<file path="src/rtl/combo_pkg.sv">
package combo_pkg;
    // number of watched inputs and their positions in the key vector
    localparam int CMB_KEYS     = 5;
    localparam int KEY_K0       = 0;
    localparam int KEY_K1       = 1;
    localparam int KEY_K2       = 2;
    localparam int KEY_PWR      = 3;
    localparam int KEY_AC       = 4;

    // action vector layout
    localparam int CMB_ACTS     = 4;
    localparam int ACT_BAT      = 0;
    localparam int ACT_IRQ      = 1;
    localparam int ACT_RSTL     = 2;
    localparam int ACT_SYS      = 3;

    typedef enum logic [1:0] {
        CH_WAIT_REL = 2'd0,
        CH_ARMED    = 2'd1,
        CH_COUNT    = 2'd2
    } ch_state_e;
endpackage

</file>
<file path="src/rtl/combo_channel.sv">
module combo_channel
    import combo_pkg::*;
#(
    parameter int KEY_W  = CMB_KEYS,
    parameter int HOLD_W = 32
) (
    input  logic              clk_i,
    input  logic              rst_ni,
    input  logic              tick_i,
    input  logic [KEY_W-1:0]  keys_i,
    input  logic [KEY_W-1:0]  mask_i,
    input  logic [HOLD_W-1:0] hold_i,
    output logic              fire_o
);
    localparam int EXT_W = HOLD_W + 1;

    typedef struct packed {
        ch_state_e         st;
        logic [HOLD_W-1:0] cnt;
    } ch_reg_t;

    ch_reg_t         ch_d, ch_q;
    logic            all_low;
    logic [EXT_W-1:0] cnt_next;
    logic            fire_d;

    always_comb begin
        all_low  = (|mask_i) && ((keys_i & mask_i) == '0);
        cnt_next = {1'b0, ch_q.cnt} + EXT_W'(1);
        ch_d     = ch_q;
        fire_d   = 1'b0;
        unique case (ch_q.st)
            CH_WAIT_REL: begin
                if (!all_low) ch_d.st = CH_ARMED;
            end
            CH_ARMED: begin
                if (all_low) begin
                    if (hold_i == '0) begin
                        fire_d  = 1'b1;
                        ch_d.st = CH_WAIT_REL;
                    end else begin
                        ch_d.st  = CH_COUNT;
                        ch_d.cnt = '0;
                    end
                end
            end
            CH_COUNT: begin
                if (!all_low) begin
                    ch_d.st = CH_ARMED;
                end else if (tick_i) begin
                    if (cnt_next >= {1'b0, hold_i}) begin
                        fire_d  = 1'b1;
                        ch_d.st = CH_WAIT_REL;
                    end else begin
                        ch_d.cnt = cnt_next[HOLD_W-1:0];
                    end
                end
            end
            default: ch_d.st = CH_WAIT_REL;
        endcase
    end

    always_ff @(posedge clk_i or negedge rst_ni) begin
        if (!rst_ni) begin
            ch_q <= '{st: CH_WAIT_REL, cnt: '0};
        end else begin
            ch_q <= ch_d;
        end
    end

    assign fire_o = fire_d;
endmodule

</file>
<file path="src/rtl/combo_rst_pulse.sv">
module combo_rst_pulse #(
    parameter int PULSE_W       = 16,
    parameter int PULSE_DEFAULT = 2000
) (
    input  logic               clk_i,
    input  logic               rst_ni,
    input  logic               tick_i,
    input  logic               start_i,
    input  logic               width_we_i,
    input  logic [PULSE_W-1:0] width_wdata_i,
    output logic               rst_l_o
);
    typedef struct packed {
        logic [PULSE_W-1:0] width;
        logic [PULSE_W-1:0] remain;
    } pulse_reg_t;

    pulse_reg_t pl_d, pl_q;

    always_comb begin
        pl_d = pl_q;
        if (width_we_i) pl_d.width = width_wdata_i;
        if (start_i) begin
            pl_d.remain = pl_q.width;
        end else if (tick_i && (pl_q.remain != '0)) begin
            pl_d.remain = pl_q.remain - PULSE_W'(1);
        end
    end

    always_ff @(posedge clk_i or negedge rst_ni) begin
        if (!rst_ni) begin
            pl_q <= '{width: PULSE_W'(PULSE_DEFAULT), remain: '0};
        end else begin
            pl_q <= pl_d;
        end
    end

    assign rst_l_o = (pl_q.remain == '0);
endmodule

</file>
<file path="src/rtl/combo_detect_top.sv">
module combo_detect_top
    import combo_pkg::*;
#(
    parameter int NUM_COMBO     = 4,
    parameter int KEY_W         = CMB_KEYS,
    parameter int HOLD_W        = 32,
    parameter int ACT_W         = CMB_ACTS,
    parameter int PULSE_W       = 16,
    parameter int PULSE_DEFAULT = 2000
) (
    input  logic                              clk_i,
    input  logic                              rst_ni,
    input  logic                              tick_i,
    input  logic [KEY_W-1:0]                  keys_i,
    input  logic [NUM_COMBO-1:0][KEY_W-1:0]   sel_mask_i,
    input  logic [NUM_COMBO-1:0][HOLD_W-1:0]  hold_i,
    input  logic [NUM_COMBO-1:0][ACT_W-1:0]   action_i,
    input  logic                              width_we_i,
    input  logic [PULSE_W-1:0]                width_wdata_i,
    input  logic [NUM_COMBO-1:0]              status_clr_i,
    output logic [NUM_COMBO-1:0]              status_o,
    output logic                              irq_o,
    output logic                              bat_off_o,
    output logic                              rst_l_o,
    output logic                              sys_rst_req_o
);
    typedef struct packed {
        logic [NUM_COMBO-1:0] status;
        logic                 bat;
        logic                 sys;
    } top_reg_t;

    top_reg_t             top_d, top_q;
    logic [NUM_COMBO-1:0] chan_fire;
    logic [NUM_COMBO-1:0] bat_sel, irq_sel, rstl_sel, sys_sel;
    logic                 rst_start;

    for (genvar g = 0; g < NUM_COMBO; g++) begin : g_chan
        combo_channel #(
            .KEY_W  (KEY_W),
            .HOLD_W (HOLD_W)
        ) u_chan (
            .clk_i  (clk_i),
            .rst_ni (rst_ni),
            .tick_i (tick_i),
            .keys_i (keys_i),
            .mask_i (sel_mask_i[g]),
            .hold_i (hold_i[g]),
            .fire_o (chan_fire[g])
        );
        assign bat_sel[g]  = action_i[g][ACT_BAT];
        assign irq_sel[g]  = action_i[g][ACT_IRQ];
        assign rstl_sel[g] = action_i[g][ACT_RSTL];
        assign sys_sel[g]  = action_i[g][ACT_SYS];
    end

    always_comb begin
        top_d        = top_q;
        top_d.status = (top_q.status & ~status_clr_i) | chan_fire;
        top_d.bat    = top_q.bat | (|(chan_fire & bat_sel));
        top_d.sys    = |(chan_fire & sys_sel);
        rst_start    = |(chan_fire & rstl_sel);
    end

    always_ff @(posedge clk_i or negedge rst_ni) begin
        if (!rst_ni) begin
            top_q <= '0;
        end else begin
            top_q <= top_d;
        end
    end

    combo_rst_pulse #(
        .PULSE_W       (PULSE_W),
        .PULSE_DEFAULT (PULSE_DEFAULT)
    ) u_pulse (
        .clk_i         (clk_i),
        .rst_ni        (rst_ni),
        .tick_i        (tick_i),
        .start_i       (rst_start),
        .width_we_i    (width_we_i),
        .width_wdata_i (width_wdata_i),
        .rst_l_o       (rst_l_o)
    );

    assign status_o      = top_q.status;
    assign irq_o         = |(top_q.status & irq_sel);
    assign bat_off_o     = top_q.bat;
    assign sys_rst_req_o = top_q.sys;
endmodule

</file>
<file path="config.mk">
export PLATFORM = sky130hd
export DESIGN_NAME = combo_detect_top
export DESIGN_NICKNAME = d
export VERILOG_FILES = /design/src/rtl/combo_pkg.sv /design/src/rtl/combo_channel.sv /design/src/rtl/combo_rst_pulse.sv /design/src/rtl/combo_detect_top.sv
export SDC_FILE = /design/constraint.sdc
export NUM_CORES = 1
export LEC_CHECK = 0
export CORE_MARGIN = 4
export CORE_UTILIZATION = 29
export CTS_CLUSTER_DIAMETER = 200
export CTS_CLUSTER_SIZE = 24
export DETAILED_ROUTE_END_ITERATION = 7
export SYNTH_ARGS = -nofsm -noshare
export SYNTH_HDL_FRONTEND = slang
export SYNTH_SLANG_ARGS = --single-unit
</file>
<file path="constraint.sdc">
create_clock -name clk_i -period 5.3 [get_ports clk_i]
set_input_delay 1.06 -clock clk_i [delete_from_list [all_inputs] [get_ports clk_i]]
set_output_delay 1.06 -clock clk_i [all_outputs]
set_load 0.02 [all_outputs]
</file>
==> impl_metrics.ini, run 1 <==
[outcome]
status = completed

[critical_path]
crit_path_end_kind = flip-flop
cp_max_fo = 16
critPathLaunchType = flip-flop
arrival_ns = 5.21
critPathKind = flip-flop to flip-flop
required_ns = 5.62

[yosys]
yosys.area_share.simple_pct = 20.3
synth_compound_area_share_pct = 15.2
synth.most_common_cell = inv_1
synthTopCellsByCount = inv_1, dfrtp_1, nand2_1
synth.area.top_cells = dfrtp_1, ha_1, xnor2_1, inv_1, nand2_1
synthXorXnorAreaFrac_pct = 8.82
ys_ff_latch = 174
synth_edf_count = 0
synth_top_cell_by_area = dfrtp_1
ys_warn_count = 0
async_flop_share_pct = 100
ys_types = 68
synth_seq_area_share_pct = 32.5
syn_inst = 1509
yosys.area_share.adder_pct = 13.9
syn_area_per_cell_um2 = 8.89
synth_top_family_by_area = simple AND/OR/NAND/NOR gates
synth_flop_cell = dfrtp_1
yosysTopAreaCellShare_pct = 31.4
synth_nets = 1851
synth_mux_area_share_pct = 3.29
synth_area_mm2 = 0.0134

[placed_design]
gp_congestion = 0.863
portBuffers = 200
dp.final_hpwl_mm = 29.6

[sta]
rsz0062_at_grt = false
post-route-period-util_pct = 92.1
tightest_slew_ns = 0.875
hold_viol = 0
slew_violations = 0
min_period_ns = 4.88
tns_ns = 0
relSlewSlack_pct = 41.7
fin_skew_ns = 0.0165
fmax_mhz = 205
setup_viol = 0

[clock_network]
cts_buffer_depth = 2
h-tree-depth = 4
cts-root-buf = clkbuf_16
cts_num_sinks = 174
worstSkewPairLatency_ns = 0.45
numCtsBuffers = 17
post_cts.repair.setup_buffers = 0
cts_tree = yes
path_clk_slew_ns = 0.07

[drt]
drtAntennaViolNets = 0
wl_per_cell_um = 16.1
routed-via-count = 11700
drtIter0Drc = 641
drtPass1Iterations = 5
wl_mm = 37.4
drcViolationCount = 0
viasPerCell = 5.03

[run]
drv_cap = 0

[grt]
grt_pass1_vias = 11900
grt_remaining_overflow = 0
track_usage_pct = 14.9
grt_pass1_wl_mm = 61.0
grt_max_degree = 92
antenna_found_initial = 8

[floorplan]
die-width_um = 223
coreArea_mm2 = 0.0456
pin_count = 201
initial_utilization_pct = 29.4
die-height_um = 223
rows = 78
die-area_mm2 = 0.0497

[pwr]
p_int_mw = 2.55
seq_power_share_pct = 36.8
clockPowerShare_pct = 32.7
p_sw_mw = 1.39
switching_share_pct = 35.3
vdd_drop_max_mv = 0.217
p_leak_nw = 8.18
finalPower_mw = 3.94
power_density_mw_per_mm2 = 234
comb_power_share_pct = 30.5

[cells_and_area]
nets = 2055
final_layout_size_suffix_gt1_share_pct = 6.84
syn2layout_area_growth_pct = 25.5

[worst_hold_path]
hp-class = flip-flop to flip-flop
[layout make-up]
type	count	area, um2
fill	4597	28700
multi-input combinational	1125	8280
sequential	174	4360
timing repair buffer	222	2190
tap	600	751
inverter	173	649
clock buffer	18	429
clock inverter	14	158
antenna	3	7.51
[cell usage in the layout, fill, tap and decap left out, drive strengths merged, types with 29 or more instances in the layout]
cell type / Yosys / routed
clkdlybuf4s50: 0 / 199
inv: 173 / 179
dfrtp: 168 / 168
nand2: 151 / 151
ha: 149 / 149
xnor2: 77 / 77
nor2: 77 / 77
nand3: 75 / 75
xor2: 58 / 58
o21ai: 57 / 57
a22o: 51 / 51
nor4: 49 / 49
a21oi: 48 / 48
nand4: 41 / 41
mux2: 32 / 32
nand2b: 31 / 31
a32o: 29 / 29
[what timing repair did]
action                     CTS  global route
hold buffers                 0             0
resized for setup            0             3
setup endpoints to repair    0            17
[metal layers]
layer  global-route usage, %  wire, um  up-vias
li1                        -         -     5831
met1                    20.0     17700     5605
met2                    23.9     17200      219
met3                    3.43      1610       50
met4                    4.79       849        8
met5                       0        61        -
[worst max-delay path: stages (launching register included)]
cell      delay, ns
dfrtp_1        0.43
nand3_1        0.16
nor4_1         0.33
buf_4          0.19
and4_1         0.24
nand2_1        0.12
nor2_1         0.23
nand3_1        0.16
xnor2_1        0.17
ha_1           0.27
nand3_1        0.10
nor4_1         0.47
nand2_1        0.16
a211oi_1       0.37
nor3_2         0.13
o211ai_1       0.29
a41oi_2        0.10
o311ai_4       0.15
buf_4          0.33
mux2_2         0.37
[sequential cells by signal, indices dropped and copies added, names as in the netlist]
register / flops
g_chan.u_chan.ch_q: 136
sys_rst_req_o: 1
status_o: 4
u_pulse.pl_q: 32
bat_off_o: 1
[stage by stage]
step	instances	hold slack [ns]	utilization [%]	cell area, um2	setup WS [ns]
floorplan	1509	0.450	-	13400	0.922
global placement	2294	0.482	35.6	16200	0.419
detailed placement	2294	0.472	35.6	16200	0.360
CTS	2326	0.485	36.9	16800	0.345
global route	2329	0.532	36.9	16800	0.0447
finish	2329	0.478	36.9	16800	0.416
[path summary, 6_finish.rpt]
kind                       cells after the start                                  start  slack, ns                               endpoint
hold reg to reg                                1  g_chan[0].u_chan.ch_q[31]$_DFFE_PN0P_       0.48  g_chan[0].u_chan.ch_q[31]$_DFFE_PN0P_
setup reg to reg                              19   g_chan[1].u_chan.ch_q[2]$_DFFE_PN0P_       0.42            u_pulse.pl_q[3]$_DFFE_PN0P_
setup / recovery                              19   g_chan[1].u_chan.ch_q[2]$_DFFE_PN0P_       0.42            u_pulse.pl_q[3]$_DFFE_PN0P_
hold / removal                                 1  g_chan[0].u_chan.ch_q[31]$_DFFE_PN0P_       0.48  g_chan[0].u_chan.ch_q[31]$_DFFE_PN0P_
min in group asynchronous                      1                                 rst_ni       0.62  g_chan[3].u_chan.ch_q[15]$_DFFE_PN0P_
max in group asynchronous                      2                                 rst_ni       3.64  g_chan[2].u_chan.ch_q[32]$_DFFE_PN0P_
[power by group through the flow]
stage          logic [mW]  registers (mW)  clock network, mW
6_report             1.20            1.45               1.29
3_5_place_dp         1.21            1.47                  0
3_3_place_gp         1.18            1.47                  0
4_1_cts              1.21            1.45               1.34
2_1_floorplan       0.709            1.46                  0
5_1_grt              1.35            1.46               1.38
[cells by family after synthesis]
group                      after synthesis
AOI/OAI and AO/OA                      278
xor gates and xnor gates               135
adders and majority gates              149
buffers and inverters                  210
DFF                                    174
muxes                                   36
and+or+nand+nor                        527
Note: power is estimated with default switching activity, not from simulation.
==> inputs of run 2 (changes only) <==
- CTS_CLUSTER_SIZE: 24 -> default
==> results of run 2 <==
The final DEF is identical to that of run 1; final timing and power are the same.
==> inputs of run 3 (changes only) <==
- GPL_ROUTABILITY_DRIVEN: default -> 0
==> results of run 3 <==
The final DEF is identical to that of run 1; final timing and power are the same.
